File: config.mk
export PLATFORM = sky130hd
export DESIGN_NAME = hci_issuer
export DESIGN_NICKNAME = d
export VERILOG_FILES = /design/src/rtl/hci_pkg.sv /design/src/rtl/hci_poll_timer.sv /design/src/rtl/hci_param_sel.sv /design/src/rtl/hci_issuer.sv
export SDC_FILE = /design/constraint.sdc
export NUM_CORES = 1
export LEC_CHECK = 0
export BUFFER_PORTS_ARGS = -buffer_cell sky130_fd_sc_hd__buf_2
export CORE_ASPECT_RATIO = 0.75
export CORE_MARGIN = 2
export CORE_UTILIZATION = 50
export DETAILED_ROUTE_END_ITERATION = 10
export GPL_TIMING_DRIVEN = 0
export PLACE_DENSITY = 0.81
export SKIP_CTS_REPAIR_TIMING = 1
export SYNTH_ARGS = -nofsm -noshare
export SYNTH_HDL_FRONTEND = slang
export SYNTH_SLANG_ARGS = --single-unit
export TNS_END_PERCENT = 30
File: constraint.sdc
create_clock -name clk -period 2 [get_ports clk]
set_input_delay 0.2 -clock clk [delete_from_list [all_inputs] [get_ports clk]]
set_output_delay 0.2 -clock clk [all_outputs]
set_load 0.05 [all_outputs]
File: src/rtl/hci_pkg.sv
package hci_pkg;

    typedef enum logic [3:0] {
        S_IDLE,
        S_RDY,
        S_OPC,
        S_PSTAT,
        S_PWR,
        S_PIRQ,
        S_RSTAT,
        S_RRD,
        S_RIRQ,
        S_FIRQ,
        S_FSTAT,
        S_CLR
    } hci_state_e;

    localparam logic [1:0] A_STATCTL = 2'd0;
    localparam logic [1:0] A_CMDDATA = 2'd1;
    localparam logic [1:0] A_IRQ     = 2'd2;

    localparam int ST_READY_BIT = 4;
    localparam int ST_BUSY_BIT  = 3;
    localparam int ST_DIN_BIT   = 2;
    localparam int ST_INV_BIT   = 0;
    localparam int IR_DONE_BIT  = 2;

    localparam logic [7:0] CTL_IRQ_ACK = 8'h20;
    localparam logic [7:0] OPC_NOWAIT0 = 8'h02;
    localparam logic [7:0] OPC_NOWAIT1 = 8'h05;

endpackage

File: src/rtl/hci_poll_timer.sv
module hci_poll_timer #(
    parameter int LIMIT = 1000
) (
    input  logic clk,
    input  logic rst_n,
    input  logic clr,
    input  logic tick,
    output logic at_limit
);
    localparam int CW = (LIMIT > 1) ? $clog2(LIMIT) : 1;

    logic [CW-1:0] cnt_d, cnt_q;

    always_comb begin
        cnt_d = cnt_q;
        if (clr) begin
            cnt_d = '0;
        end else if (tick) begin
            cnt_d = at_limit ? '0 : cnt_q + CW'(1);
        end
    end

    always_ff @(posedge clk or negedge rst_n) begin
        if (!rst_n) cnt_q <= '0;
        else        cnt_q <= cnt_d;
    end

    assign at_limit = (cnt_q == CW'(LIMIT - 1));

    // the count of consecutive unproductive polls never passes the limit
    a_r8_cnt_bound: assert property (@(posedge clk) disable iff (!rst_n)
        int'(cnt_q) < LIMIT);

endmodule

File: src/rtl/hci_param_sel.sv
module hci_param_sel #(
    parameter int N  = 5,
    parameter int IW = 3
) (
    input  logic [N*8-1:0] bytes_i,
    input  logic [IW-1:0]  sel_i,
    output logic [7:0]     byte_o
);
    logic [7:0] lane [N];

    for (genvar gi = 0; gi < N; gi++) begin : g_lane
        assign lane[gi] = bytes_i[gi*8 +: 8];
    end

    always_comb begin
        byte_o = 8'h00;
        for (int i = 0; i < N; i++) begin
            if (sel_i == IW'(i)) byte_o = lane[i];
        end
    end

endmodule

File: src/rtl/hci_issuer.sv
module hci_issuer
    import hci_pkg::*;
#(
    parameter int MAX_PARAMS = 5,
    parameter int MAX_REPLY  = 256,
    parameter int POLL_LIMIT = 1000
) (
    input  logic                                  clk,
    input  logic                                  rst_n,
    input  logic                                  start,
    input  logic [7:0]                            opcode,
    input  logic [MAX_PARAMS*8-1:0]               params,
    input  logic [$clog2(MAX_PARAMS+1)-1:0]       param_cnt,
    input  logic [$clog2(MAX_REPLY+1)-1:0]        reply_len,
    output logic                                  busy,
    output logic                                  done,
    output logic                                  ok,
    output logic [$clog2(MAX_REPLY+1)-1:0]        rx_count,
    output logic                                  io_req,
    output logic                                  io_wr,
    output logic [1:0]                            io_addr,
    output logic [7:0]                            io_wdata,
    input  logic [7:0]                            io_rdata,
    input  logic                                  io_ack,
    output logic                                  reply_we,
    output logic [$clog2(MAX_REPLY)-1:0]          reply_idx,
    output logic [7:0]                            reply_data
);
    localparam int PCW = $clog2(MAX_PARAMS + 1);
    localparam int RLW = $clog2(MAX_REPLY + 1);
    localparam int RIW = $clog2(MAX_REPLY);

    typedef struct packed {
        hci_state_e              state;
        logic [7:0]              opc;
        logic [MAX_PARAMS*8-1:0] prm;
        logic [PCW-1:0]          pcnt;
        logic [RLW-1:0]          rlen;
        logic [PCW-1:0]          sent;
        logic [RLW-1:0]          got;
        logic                    inv;
        logic                    done;
        logic                    ok;
        logic                    rwe;
        logic [RIW-1:0]          ridx;
        logic [7:0]              rdat;
    } regs_t;

    regs_t r_d, r_q;

    logic       poll_tick, poll_clr, poll_at_limit;
    logic [7:0] cur_param;
    logic [PCW-1:0] pcnt_in;
    logic [RLW-1:0] rlen_in;

    hci_poll_timer #(.LIMIT(POLL_LIMIT)) u_timer (
        .clk      (clk),
        .rst_n    (rst_n),
        .clr      (poll_clr),
        .tick     (poll_tick),
        .at_limit (poll_at_limit)
    );

    hci_param_sel #(.N(MAX_PARAMS), .IW(PCW)) u_sel (
        .bytes_i (r_q.prm),
        .sel_i   (r_q.sent),
        .byte_o  (cur_param)
    );

    assign pcnt_in = (int'(param_cnt) > MAX_PARAMS) ? PCW'(MAX_PARAMS) : param_cnt;
    assign rlen_in = (int'(reply_len) > MAX_REPLY)  ? RLW'(MAX_REPLY)  : reply_len;

    // next state
    always_comb begin
        r_d       = r_q;
        r_d.done  = 1'b0;
        r_d.rwe   = 1'b0;
        poll_tick = 1'b0;
        poll_clr  = 1'b0;

        case (r_q.state)
            S_IDLE: begin
                if (start) begin
                    r_d.opc  = opcode;
                    r_d.prm  = params;
                    r_d.pcnt = pcnt_in;
                    r_d.rlen = rlen_in;
                    r_d.sent = '0;
                    r_d.got  = '0;
                    r_d.inv  = 1'b0;
                    poll_clr = 1'b1;
                    r_d.state = (opcode == OPC_NOWAIT0 || opcode == OPC_NOWAIT1)
                                ? S_OPC : S_RDY;
                end
            end
            S_RDY: if (io_ack) begin
                if (io_rdata[ST_READY_BIT]) begin
                    poll_clr  = 1'b1;
                    r_d.state = S_OPC;
                end else begin
                    poll_tick = 1'b1;
                end
            end
            S_OPC: if (io_ack) begin
                poll_clr = 1'b1;
                if (r_q.pcnt != '0)      r_d.state = S_PSTAT;
                else if (r_q.rlen != '0) r_d.state = S_RSTAT;
                else                     r_d.state = S_FIRQ;
            end
            S_PSTAT: if (io_ack) begin
                if (!io_rdata[ST_BUSY_BIT]) begin
                    r_d.state = S_PWR;
                end else begin
                    poll_tick = 1'b1;
                    r_d.state = S_PIRQ;
                end
            end
            S_PWR: if (io_ack) begin
                poll_clr  = 1'b1;
                r_d.sent  = r_q.sent + PCW'(1);
                r_d.state = S_PIRQ;
            end
            S_PIRQ: if (io_ack) begin
                if (io_rdata[IR_DONE_BIT]) begin
                    poll_clr  = 1'b1;
                    r_d.state = S_FIRQ;
                end else if (r_q.sent == r_q.pcnt) begin
                    poll_clr  = 1'b1;
                    r_d.state = (r_q.rlen != '0) ? S_RSTAT : S_FIRQ;
                end else begin
                    r_d.state = S_PSTAT;
                end
            end
            S_RSTAT: if (io_ack) begin
                if (io_rdata[ST_DIN_BIT]) begin
                    r_d.state = S_RRD;
                end else begin
                    poll_tick = 1'b1;
                    r_d.state = S_RIRQ;
                end
            end
            S_RRD: if (io_ack) begin
                poll_clr  = 1'b1;
                r_d.rwe   = 1'b1;
                r_d.ridx  = r_q.got[RIW-1:0];
                r_d.rdat  = io_rdata;
                r_d.got   = r_q.got + RLW'(1);
                r_d.state = S_RIRQ;
            end
            S_RIRQ: if (io_ack) begin
                if (io_rdata[IR_DONE_BIT] || r_q.got == r_q.rlen) begin
                    poll_clr  = 1'b1;
                    r_d.state = S_FIRQ;
                end else begin
                    r_d.state = S_RSTAT;
                end
            end
            S_FIRQ: if (io_ack) begin
                if (io_rdata[IR_DONE_BIT]) begin
                    poll_clr  = 1'b1;
                    r_d.state = S_FSTAT;
                end else begin
                    poll_tick = 1'b1;
                end
            end
            S_FSTAT: if (io_ack) begin
                r_d.inv   = io_rdata[ST_INV_BIT];
                r_d.state = S_CLR;
            end
            S_CLR: if (io_ack) begin
                r_d.done  = 1'b1;
                r_d.ok    = !r_q.inv;
                r_d.state = S_IDLE;
            end
            default: r_d.state = S_IDLE;
        endcase

        if (poll_tick && poll_at_limit) begin
            r_d.done  = 1'b1;
            r_d.ok    = 1'b0;
            r_d.state = S_IDLE;
        end
    end

    always_ff @(posedge clk or negedge rst_n) begin
        if (!rst_n) begin
            r_q       <= '0;
            r_q.state <= S_IDLE;
        end else begin
            r_q <= r_d;
        end
    end

    // register window drive
    always_comb begin
        io_req   = 1'b1;
        io_wr    = 1'b0;
        io_addr  = A_STATCTL;
        io_wdata = 8'h00;
        case (r_q.state)
            S_IDLE:  io_req = 1'b0;
            S_OPC:   begin io_wr = 1'b1; io_addr = A_CMDDATA; io_wdata = r_q.opc;   end
            S_PWR:   begin io_wr = 1'b1; io_addr = A_CMDDATA; io_wdata = cur_param; end
            S_RRD:   io_addr = A_CMDDATA;
            S_PIRQ, S_RIRQ, S_FIRQ: io_addr = A_IRQ;
            S_CLR:   begin io_wr = 1'b1; io_addr = A_STATCTL; io_wdata = CTL_IRQ_ACK; end
            default: io_addr = A_STATCTL;
        endcase
    end

    assign busy       = (r_q.state != S_IDLE);
    assign done       = r_q.done;
    assign ok         = r_q.ok;
    assign rx_count   = r_q.got;
    assign reply_we   = r_q.rwe;
    assign reply_idx  = r_q.ridx;
    assign reply_data = r_q.rdat;

    // a pending request holds its address, direction and data until acknowledged
    a_r11_req_hold: assert property (@(posedge clk) disable iff (!rst_n)
        io_req && !io_ack |=> io_req && $stable(io_addr) && $stable(io_wr) && $stable(io_wdata));

    // completion is a single-cycle pulse
    a_r7_done_pulse: assert property (@(posedge clk) disable iff (!rst_n)
        done |=> !done);

    // the only value ever written to the control register is the interrupt acknowledge
    a_r6_ctl_value: assert property (@(posedge clk) disable iff (!rst_n)
        io_req && io_wr && io_addr == A_STATCTL |-> io_wdata == CTL_IRQ_ACK);

    // the stored reply count never exceeds the requested length
    a_r9_rx_bound: assert property (@(posedge clk) disable iff (!rst_n)
        done |-> rx_count <= r_q.rlen);

    // reply strobes stay inside the requested length
    a_r4_idx_bound: assert property (@(posedge clk) disable iff (!rst_n)
        reply_we |-> RLW'(reply_idx) < r_q.rlen);

    // no parameter write beyond the requested count
    a_r3_param_bound: assert property (@(posedge clk) disable iff (!rst_n)
        io_req && io_wr && io_addr == A_CMDDATA && r_q.state == S_PWR |-> r_q.sent < r_q.pcnt);

    // a start during a command leaves the captured opcode alone
    a_r10_start_ignored: assert property (@(posedge clk) disable iff (!rst_n)
        busy && start |=> $stable(r_q.opc) && $stable(r_q.pcnt));

endmodule

==> results of run 1 <==
==> worst min-delay path by stage <==
stage                      from  slack [ps]          endpoint  cells past startpoint
floorplan                 rst_n        -100              done                      0
global placement    io_rdata[7]         390     reply_data[7]                      3
detailed placement        rst_n         220  u_timer.cnt_q[6]                      1
CTS                       rst_n        -150  u_timer.cnt_q[6]                      1
global route        io_rdata[1]          40     reply_data[1]                      3
finish               params[19]          30           r_q[63]                      3
==> flip-flops by register name, summed over array words and instances (netlist names) <==
signal and flops:
reply_we 1, reply_idx 8, reply_data 8, done 1, ok 1, u_timer.cnt_q 10
r_q 68, rx_count 9
==> synthesized netlist by cell type, types with 4 or more instances <==
cell,count,area share (%)
a22oi_1,23,3.0
nor3_1,5,0.44
nand2_1,259,17
or3_1,4,0.44
dfrtp_1,106,46
o21ai_1,4,0.35
clkbuf_1,19,1.2
nand3_1,15,1.3
nand2b_1,4,0.44
a21oi_1,23,2.0
xor2_1,10,1.5
nand4_1,5,0.55
buf_2,8,0.70
o21ai_0,31,2.7
and3_1,5,0.55
buf_4,26,3.4
nor2_1,32,2.1
xnor2_1,13,2.0
nand3b_1,14,1.8
and3_2,4,0.52
inv_1,7,0.46
ha_1,7,1.5
==> kinds of logic after synthesis <==
group                      after synthesis
buffers and inverters                   69
muxes                                    1
and+or+nand+nor                        371
DFF                                    106
AOI/OAI and AO/OA                      107
xor gates and xnor gates                23
adders and majority gates                7
==> routing by layer <==
| metal | vias up | GRT usage [%] | share of wire [%] | wire length [um] |
|---|---|---|---|---|
| li1 | 2524 | - | - | - |
| met1 | 2468 | 37.0 | 47 | 7070 |
| met2 | 213 | 34.7 | 44 | 6570 |
| met3 | 24 | 5.53 | 8.5 | 1280 |
| met4 | 0 | 6.17 | 1.0 | 157 |
| met5 | - | 0 | 0 | 0 |
==> power breakdown <==
| part | internal, mW | switching [mW] | total [mW] |
|---|---|---|---|
| Sequential | 2.86 | 0.519 | 3.38 |
| Clock | 0.854 | 0.839 | 1.69 |
| Combinational | 2.04 | 3.29 | 5.33 |
==> stage by stage <==
step | setup WS, ps | instance area, um^2 | instances
after CTS | -783 | 6780 | 952
after floorplan | -312 | 5740 | 684
after detailed placement | -389 | 6500 | 936
final | -265 | 7200 | 962
after global routing | -347 | 7200 | 962
after global placement | -447 | 6470 | 935
==> critical path, stage by stage, from the launching register on <==
cell and delay [ps]:
dfrtp_2 440, inv_2 100, ha_4 160, nor2b_4 250
a22oi_2 100, o21ai_1 180, a22oi_1 90, o21ai_1 210
buf_6 190
==> area by class of cell <==
class	count	area, um^2	area share [%]
plain buffers	58	422	5.86
clock buffers	9	225	3.13
clock inverters	7	53.8	0.747
inverters	8	33.8	0.469
multi-input cells	509	2870	39.9
flip-flops and latches	106	2660	36.9
well taps	140	175	2.43
repair buffers	125	762	10.6
==> flow_metrics.env, run 1 <==
export IMPL_status="finished, violations left"
export IMPL_violations="negative setup slack"
export IMPL_critPathKind="reg2out"
export IMPL_avgRoutedWirePerCell_um=15.7
export IMPL_critPathRequiredTime_ps=1800
export IMPL_fin_crit_ps=2270
export IMPL_crit_end="io_wdata[4]"
export IMPL_htreeDepth=3
export IMPL_die_h_um=96.7
export IMPL_setup_viol=13
export IMPL_timing_rr_start="u_timer.cnt_q[0]"
export IMPL_syn_nets=763
export IMPL_reg2regPathDepth=6
export IMPL_areaGrowthSynthToFinish_pct=25.8
export IMPL_track_usage_pct=24.2
export IMPL_drtAntennaViolNets=0
export IMPL_end_kind="primary output"
export IMPL_reg2reg_slack_ps=-110
export IMPL_syn_cell_area_um2=5720
export IMPL_nFillCells=887
export IMPL_finalCritPeriodShare_pct=113
export IMPL_drtIter0Drc=516
export IMPL_synth_top_family_by_area="simple AND/OR/NAND/NOR gates"
export IMPL_pin_count=113
export IMPL_cp_start_kind="register"
export IMPL_clkSlewWorstSetupHoldPaths_ps=70
export IMPL_grt_pass1_wl_mm=23.9
export IMPL_dieArea_um2=12300
export IMPL_nNetsFinal=896
export IMPL_critPathArrivalTime_ps=2070
export IMPL_tns_ps=-2290
export IMPL_p_total_mw=10.4
export IMPL_synth_compound_area_share_pct=12.3
export IMPL_synth_seq_cells=106
export IMPL_final_hold_viol_count=0
export IMPL_die_x_um=128
export IMPL_root_buffer="clkbuf_16"
export IMPL_diodes=0
export IMPL_rows=33
export IMPL_slew_viol_final=0
export IMPL_hpwlAfterDp_mm=10.6
export IMPL_hold_path_class="in2reg"
export IMPL_grt_max_degree=66
export IMPL_drtPass1Iterations=5
export IMPL_start_util_pct=51.9
export IMPL_reg2reg_to="r_q[95]"
export IMPL_ys_types=66
export IMPL_synthAdderAreaFrac_pct=1.53
export IMPL_cts_tree="done"
export IMPL_syn_avg_cell_area_um2=8.37
export IMPL_viasPerCell=5.44
export IMPL_slew_headroom_pct=62.7
export IMPL_p_leak_nw=3.64
export IMPL_port_buffers=111
export IMPL_final_cell_mix="259 x nand2_1, 106 x buf_2, 103 x dfrtp_1"
export IMPL_tightest_slew_ps=559
export IMPL_fin_ws_ps=-265
export IMPL_fin_skew_ps=6.34
export IMPL_rsz0062_at_grt="yes"
export IMPL_core_area_um2=11000
export IMPL_antenna_found_initial=0
export IMPL_insertion_delay_ps=360
export IMPL_synth_simple_area_share_pct=28.7
export IMPL_hold_ws_ps=28.4
export IMPL_final_common_cell="nand2_1"
export IMPL_grt_overflow_total=0
export IMPL_final_core_util_pct=65.3
export IMPL_finalWirelength_mm=15.1
export IMPL_drc=0
export IMPL_gp_congestion=0.930
export IMPL_synth_ff_type="dfrtp_1"
export IMPL_grt_pass1_vias=4853
export IMPL_p_per_area_nw_per_um2=1450
export IMPL_synthArstFlopShare_pct=100
export IMPL_synthCells=684
export IMPL_vias=5229
export IMPL_ctsLongestPathBuffers=2
export IMPL_yosysWarnings=0
export IMPL_fmax_mhz=441
export IMPL_worstPathMaxFanout=6
export IMPL_drive_gt1_share_pct=30.8
export IMPL_synth_xor_area_share_pct=3.52
export IMPL_clock_sinks=106
export IMPL_synth_edff_count=0
export IMPL_yosysSeqAreaShare_pct=46.3
export IMPL_synth_mux_area_share_pct=0.197
export IMPL_max_cap_violations=0
export IMPL_irDropWorstVdd_uv=963
export IMPL_crit_path_start="r_q[29]"
export IMPL_cts_buffers=9
Power figures use the tool's default switching activity.
==> inputs of run 2 (changes only) <==
- CORE_UTILIZATION: 50 -> 29
- PLACE_DENSITY: 0.81 -> 0.54
==> run 2 against run 1 <==
Against the previous run:
- highest routed layer unchanged
- sequential power barely moved
- largest power group unchanged
- the run still ends with negative setup slack left
- die area increased by 69%
- core utilization decreased by 27 points
- clock power up 18%
- wire length up 7.4%
- via count down 4.3%
==> flow_metrics.env, run 2 (synthesis results as in run 1) <==
export IMPL_core_area_um2=19300
export IMPL_final_cell_mix="259 x nand2_1, 103 x buf_2, 102 x dfrtp_1"
export IMPL_pin_count=113
export IMPL_drtPass1Iterations=5
export IMPL_drtIter0Drc=333
export IMPL_top_regs="r_q: 68 flops, u_timer.cnt_q: 10 flops, rx_count: 9 flops"
export IMPL_grt_pass1_wl_mm=25.8
export IMPL_die_x_um=166
export IMPL_critPathRequiredTime_ps=1800
export IMPL_design_area_um2=7460
export IMPL_critPathKind="reg2out"
export IMPL_tns_ps=-3240
export IMPL_p_total_mw=10.8
export IMPL_worstPathMaxFanout=7
export IMPL_pwr_share_seq_pct=31.2
export IMPL_finalWirelength_mm=16.2
export IMPL_gp_congestion=0.891
export IMPL_cp_start_kind="register"
export IMPL_fin_crit_ps=2310
export IMPL_slew_headroom_pct=68.7
export IMPL_cp_slowest_stage_delay_ps=390
export IMPL_p_int_mw=6.15
export IMPL_track_usage_pct=15.4
export IMPL_drc=0
export IMPL_p_per_area_nw_per_um2=1450
export IMPL_tightest_slew_ps=470
export IMPL_start_util_pct=29.6
export IMPL_end_kind="primary output"
export IMPL_die_h_um=126
export IMPL_fmax_mhz=432
export IMPL_clkSlewWorstSetupHoldPaths_ps=70
export IMPL_htreeDepth=3
export IMPL_hold_path_class="in2reg"
export IMPL_grt_pass1_vias=4724
export IMPL_regMostFlops="r_q"
export IMPL_clock_sinks=106
export IMPL_slowest_stage="or2b_2"
export IMPL_areaGrowthSynthToFinish_pct=30.3
export IMPL_irDropWorstVdd_uv=594
export IMPL_final_common_cell="nand2_1"
export IMPL_rows=44
export IMPL_combinationalPowerShare_pct=50.4
export IMPL_rsz0062_at_grt="yes"
export IMPL_hpwlAfterDp_mm=11.9
export IMPL_status="finished, violations left"
export IMPL_dieArea_um2=20900
export IMPL_cts_buffers=9
export IMPL_avgRoutedWirePerCell_um=15.1
export IMPL_drive_gt1_share_pct=31.0
export IMPL_max_cap_violations=0
export IMPL_fin_skew_ps=11.1
export IMPL_ctsLongestPathBuffers=2
export IMPL_port_buffers=111
export IMPL_swShare_pct=43.3
export IMPL_drtAntennaViolNets=0
export IMPL_finalCritPeriodShare_pct=116
export IMPL_viasPerCell=4.67
export IMPL_setup_viol=41
export IMPL_root_buffer="clkbuf_16"
export IMPL_grt_overflow_total=0
export IMPL_final_hold_viol_count=0
export IMPL_placed_area_um2=6650
export IMPL_final_core_util_pct=38.6
export IMPL_vias=5006
export IMPL_slew_viol_final=0
export IMPL_nNetsFinal=893
export IMPL_fin_ws_ps=-313
export IMPL_violations="negative setup slack"
export IMPL_grt_max_degree=63
export IMPL_cts_tree="done"
export IMPL_p_leak_nw=3.68
export IMPL_insertion_delay_ps=360
export IMPL_crit_chain="buf_2 > or2b_2 > nor3_4 > buf_4 > a22oi_1 > o21ai_1 > buf_6"
export IMPL_p_switching_mw=4.69
export IMPL_antenna_found_initial=0
export IMPL_critPathArrivalTime_ps=2110
export IMPL_nFillCells=2016
export IMPL_diodes=0
export IMPL_largest_reg_flops=68
export IMPL_pwr_share_clk_pct=18.4
export IMPL_hold_ws_ps=27.5
-- run 2: cell types whose count changed in the layout (fill, tap and decap cells not counted), moves of 3 or more --
cell      change
clkbuf_2      +7
buf_4         -5
clkbuf_1      -5
buf_2         -3
ha_4          +3
-- run 2: metrics by stage --
step / setup slack, ps / cells
CTS: -928 / 1065
global placement: -628 / 1048
detailed placement: -538 / 1049
finish: -313 / 1072
floorplan: -312 / 684
global route: -428 / 1072
-- run 2: final timing paths --
check / cells after the start / start / end / slack (ps)
min in group asynchronous: 2 / rst_n / u_timer.cnt_q[5] / 350
max in group asynchronous: 3 / rst_n / r_q[30] / 980
worst min register to register: 2 / reply_data[7] / reply_data[7] / 480
worst max register to register: 8 / r_q[92] / r_q[74] / -60
worst max-delay path: 7 / r_q[92] / io_wdata[3] / -310
worst min-delay path: 3 / io_rdata[7] / reply_data[7] / 30
-- run 2: layer usage --
layer | track usage [%] | part of all wire, % | wire length [um]
met5 | 0 | 0 | 0
met4 | 2.74 | 0.56 | 91
met3 | 3.68 | 6.0 | 977
met2 | 22.0 | 42 | 6740
met1 | 23.8 | 52 | 8390
-- run 2: area by class of cell --
class,instances,area (um^2),area share [%]
Multi-Input combinational cell,509,2920,39.2
Sequential cell,106,2660,35.6
Timing Repair Buffer,121,741,9.93
Buffer,59,449,6.02
Tap cell,253,317,4.24
Clock buffer,10,239,3.20
Clock inverter,6,96.3,1.29
Inverter,8,35.0,0.470
-- run 2: power by group through the flow --
| stage | combinational (mW) | clock (mW) | sequential [mW] |
|---|---|---|---|
| finish | 5.47 | 1.99 | 3.38 |
| global route | 5.97 | 2.14 | 3.47 |
| CTS | 4.58 | 2.07 | 3.33 |
| detailed placement | 4.57 | 0 | 3.36 |
| global placement | 4.54 | 0 | 3.36 |
| floorplan | 3.38 | 0 | 3.27 |
-- run 2: critical path, delay by kind of cell, from the launching register on --
kind            cells  cell delay, ps
compound gates      2             220
buf+inv             3             580
flops               1             350
simple gates        2             610
==> inputs of run 3 (changes only) <==
- PLACE_DENSITY: 0.54 -> 0.52
- clock period: 2 -> 2.95 ns (I/O delays scaled with it)
==> run 3 against run 2 <==
Against the previous run:
- the run now ends clean
- non-clock buffer count shrank 6
- first-iteration DRC count shrank 1.2%
- final cell count shrank 0.65%
- cell area shrank 6.6%
- critical path type unchanged
==> flow_metrics.env, run 3 (synthesis results as in run 1) <==
export IMPL_status="completed"
export IMPL_drc=0
export IMPL_areaGrowthSynthToFinish_pct=21.7
export IMPL_worstPathMaxFanout=9
export IMPL_die_x_um=166
export IMPL_diodes=0
export IMPL_antenna_found_initial=0
export IMPL_hold_path_class="in2reg"
export IMPL_rsz0062_at_grt="no"
export IMPL_irDropWorstVdd_uv=474
export IMPL_rows=44
export IMPL_multiInputGateArea_um2=2660
export IMPL_crit_chain="ha_1 > ha_1 > buf_1 > nor2_2 > a22oi_1 > o21ai_0 > buf_2"
export IMPL_p_leak_nw=3.53
export IMPL_core_area_um2=19300
export IMPL_cp_top_family="buffers and inverters"
export IMPL_avgRoutedWirePerCell_um=15.1
export IMPL_drtPass1Iterations=5
export IMPL_fin_ws_ps=144
export IMPL_port_buffers=111
export IMPL_cp_slowest_stage_delay_ps=460
export IMPL_pin_count=113
export IMPL_grt_max_degree=69
export IMPL_slowest_stage="dfrtp_1"
export IMPL_end_kind="primary output"
export IMPL_nNetsFinal=887
export IMPL_clock_sinks=106
export IMPL_tightest_slew_ps=572
export IMPL_root_buffer="clkbuf_16"
export IMPL_insertion_delay_ps=360
export IMPL_ctsLongestPathBuffers=2
export IMPL_clkSlewWorstSetupHoldPaths_ps=70
export IMPL_hpwlAfterDp_mm=11.9
export IMPL_p_total_mw=6.62
export IMPL_setup_viol=0
export IMPL_crit_buf_inv=2
export IMPL_register_area_um2=2650
export IMPL_slew_viol_final=0
export IMPL_fmax_mhz=356
export IMPL_cts_buffers=9
export IMPL_top_regs="r_q: 68 flops, u_timer.cnt_q: 10 flops, rx_count: 9 flops"
export IMPL_start_util_pct=29.6
export IMPL_viasPerCell=4.64
export IMPL_timing_rr_start="r_q[94]"
export IMPL_critPathKind="reg2out"
export IMPL_vias=4938
export IMPL_die_h_um=126
export IMPL_crit_path_start="r_q[29]"
export IMPL_cts_tree="done"
export IMPL_grt_pass1_wl_mm=25.7
export IMPL_drive_gt1_share_pct=24.1
export IMPL_cp_start_kind="register"
export IMPL_p_per_area_nw_per_um2=950
export IMPL_grt_overflow_total=0
export IMPL_fin_crit_ps=2810
export IMPL_holdCritStartpoint="params[17]"
export IMPL_drtIter0Drc=329
export IMPL_track_usage_pct=15.6
export IMPL_tns_ps=0
export IMPL_final_cell_mix="259 x nand2_1, 115 x buf_2, 106 x dfrtp_1"
export IMPL_finalWirelength_mm=16.0
export IMPL_critPathRequiredTime_ps=2650
export IMPL_pre_cts_slack_ps=306
export IMPL_slew_headroom_pct=61.6
export IMPL_gp_congestion=0.845
export IMPL_hold_ws_ps=123
export IMPL_drtAntennaViolNets=0
export IMPL_max_cap_violations=0
export IMPL_nFillCells=2053
export IMPL_critPathArrivalTime_ps=2510
export IMPL_dieArea_um2=20900
export IMPL_regMostFlops="r_q"
export IMPL_finalCritPeriodShare_pct=95.1
export IMPL_path_common_cell="ha_1"
export IMPL_final_hold_viol_count=0
export IMPL_largest_reg_flops=68
export IMPL_fin_skew_ps=8.08
export IMPL_grt_pass1_vias=4759
export IMPL_final_common_cell="nand2_1"
export IMPL_htreeDepth=3
[run 3: worst reg2reg max path, stage by stage, from the launching register on]
cell and delay [ps]:
dfrtp_1 350, buf_2 190, nor2_2 260, a32oi_1 190
nor3_2 290, clkbuf_1 410, o21ai_0 160, a22oi_1 200
nor2_1 50
[run 3: per-stage QoR]
step | area (um^2) | utilization (%) | instances
finish | 6960 | 36.0 | 1065
global route | 6960 | 36.0 | 1065
CTS | 6930 | 35.8 | 1064
detailed placement | 6630 | 34.3 | 1049
global placement | 6600 | 34.1 | 1048
floorplan | 5720 | - | 684
[run 3: final cells by class]
cell class,instances,share of cell area [%]
Buffer,61,5.68
Sequential cell,106,38.1
Clock buffer,11,3.63
Multi-Input combinational cell,509,38.3
Clock inverter,4,0.701
Inverter,8,0.431
Timing Repair Buffer,113,8.66
Tap cell,253,4.55
[run 3: worst paths after layout]
path                                    endpoint  slack (ps)  cells after the start
worst max register to register  u_timer.cnt_q[6]         710                      8
min in group asynchronous            rx_count[7]         460                      2
worst max-delay path                 io_wdata[5]         140                      7
max in group asynchronous       u_timer.cnt_q[6]        1760                      3
worst min-delay path                     r_q[61]         120                      3
worst min register to register           r_q[62]         480                      2
[run 3: routing by layer]
layer | track usage (%) | vias up | part of all wire (%)
li1 | - | 2498 | -
met1 | 25.0 | 2299 | 55
met2 | 21.1 | 126 | 39
met3 | 3.14 | 15 | 5.2
met4 | 3.80 | 0 | 1.2
met5 | 0 | - | 0
[run 3: power breakdown]
part | switching (mW) | internal, mW
registers | 0.322 | 1.94
clock network | 0.556 | 0.701
logic | 2.05 | 1.06
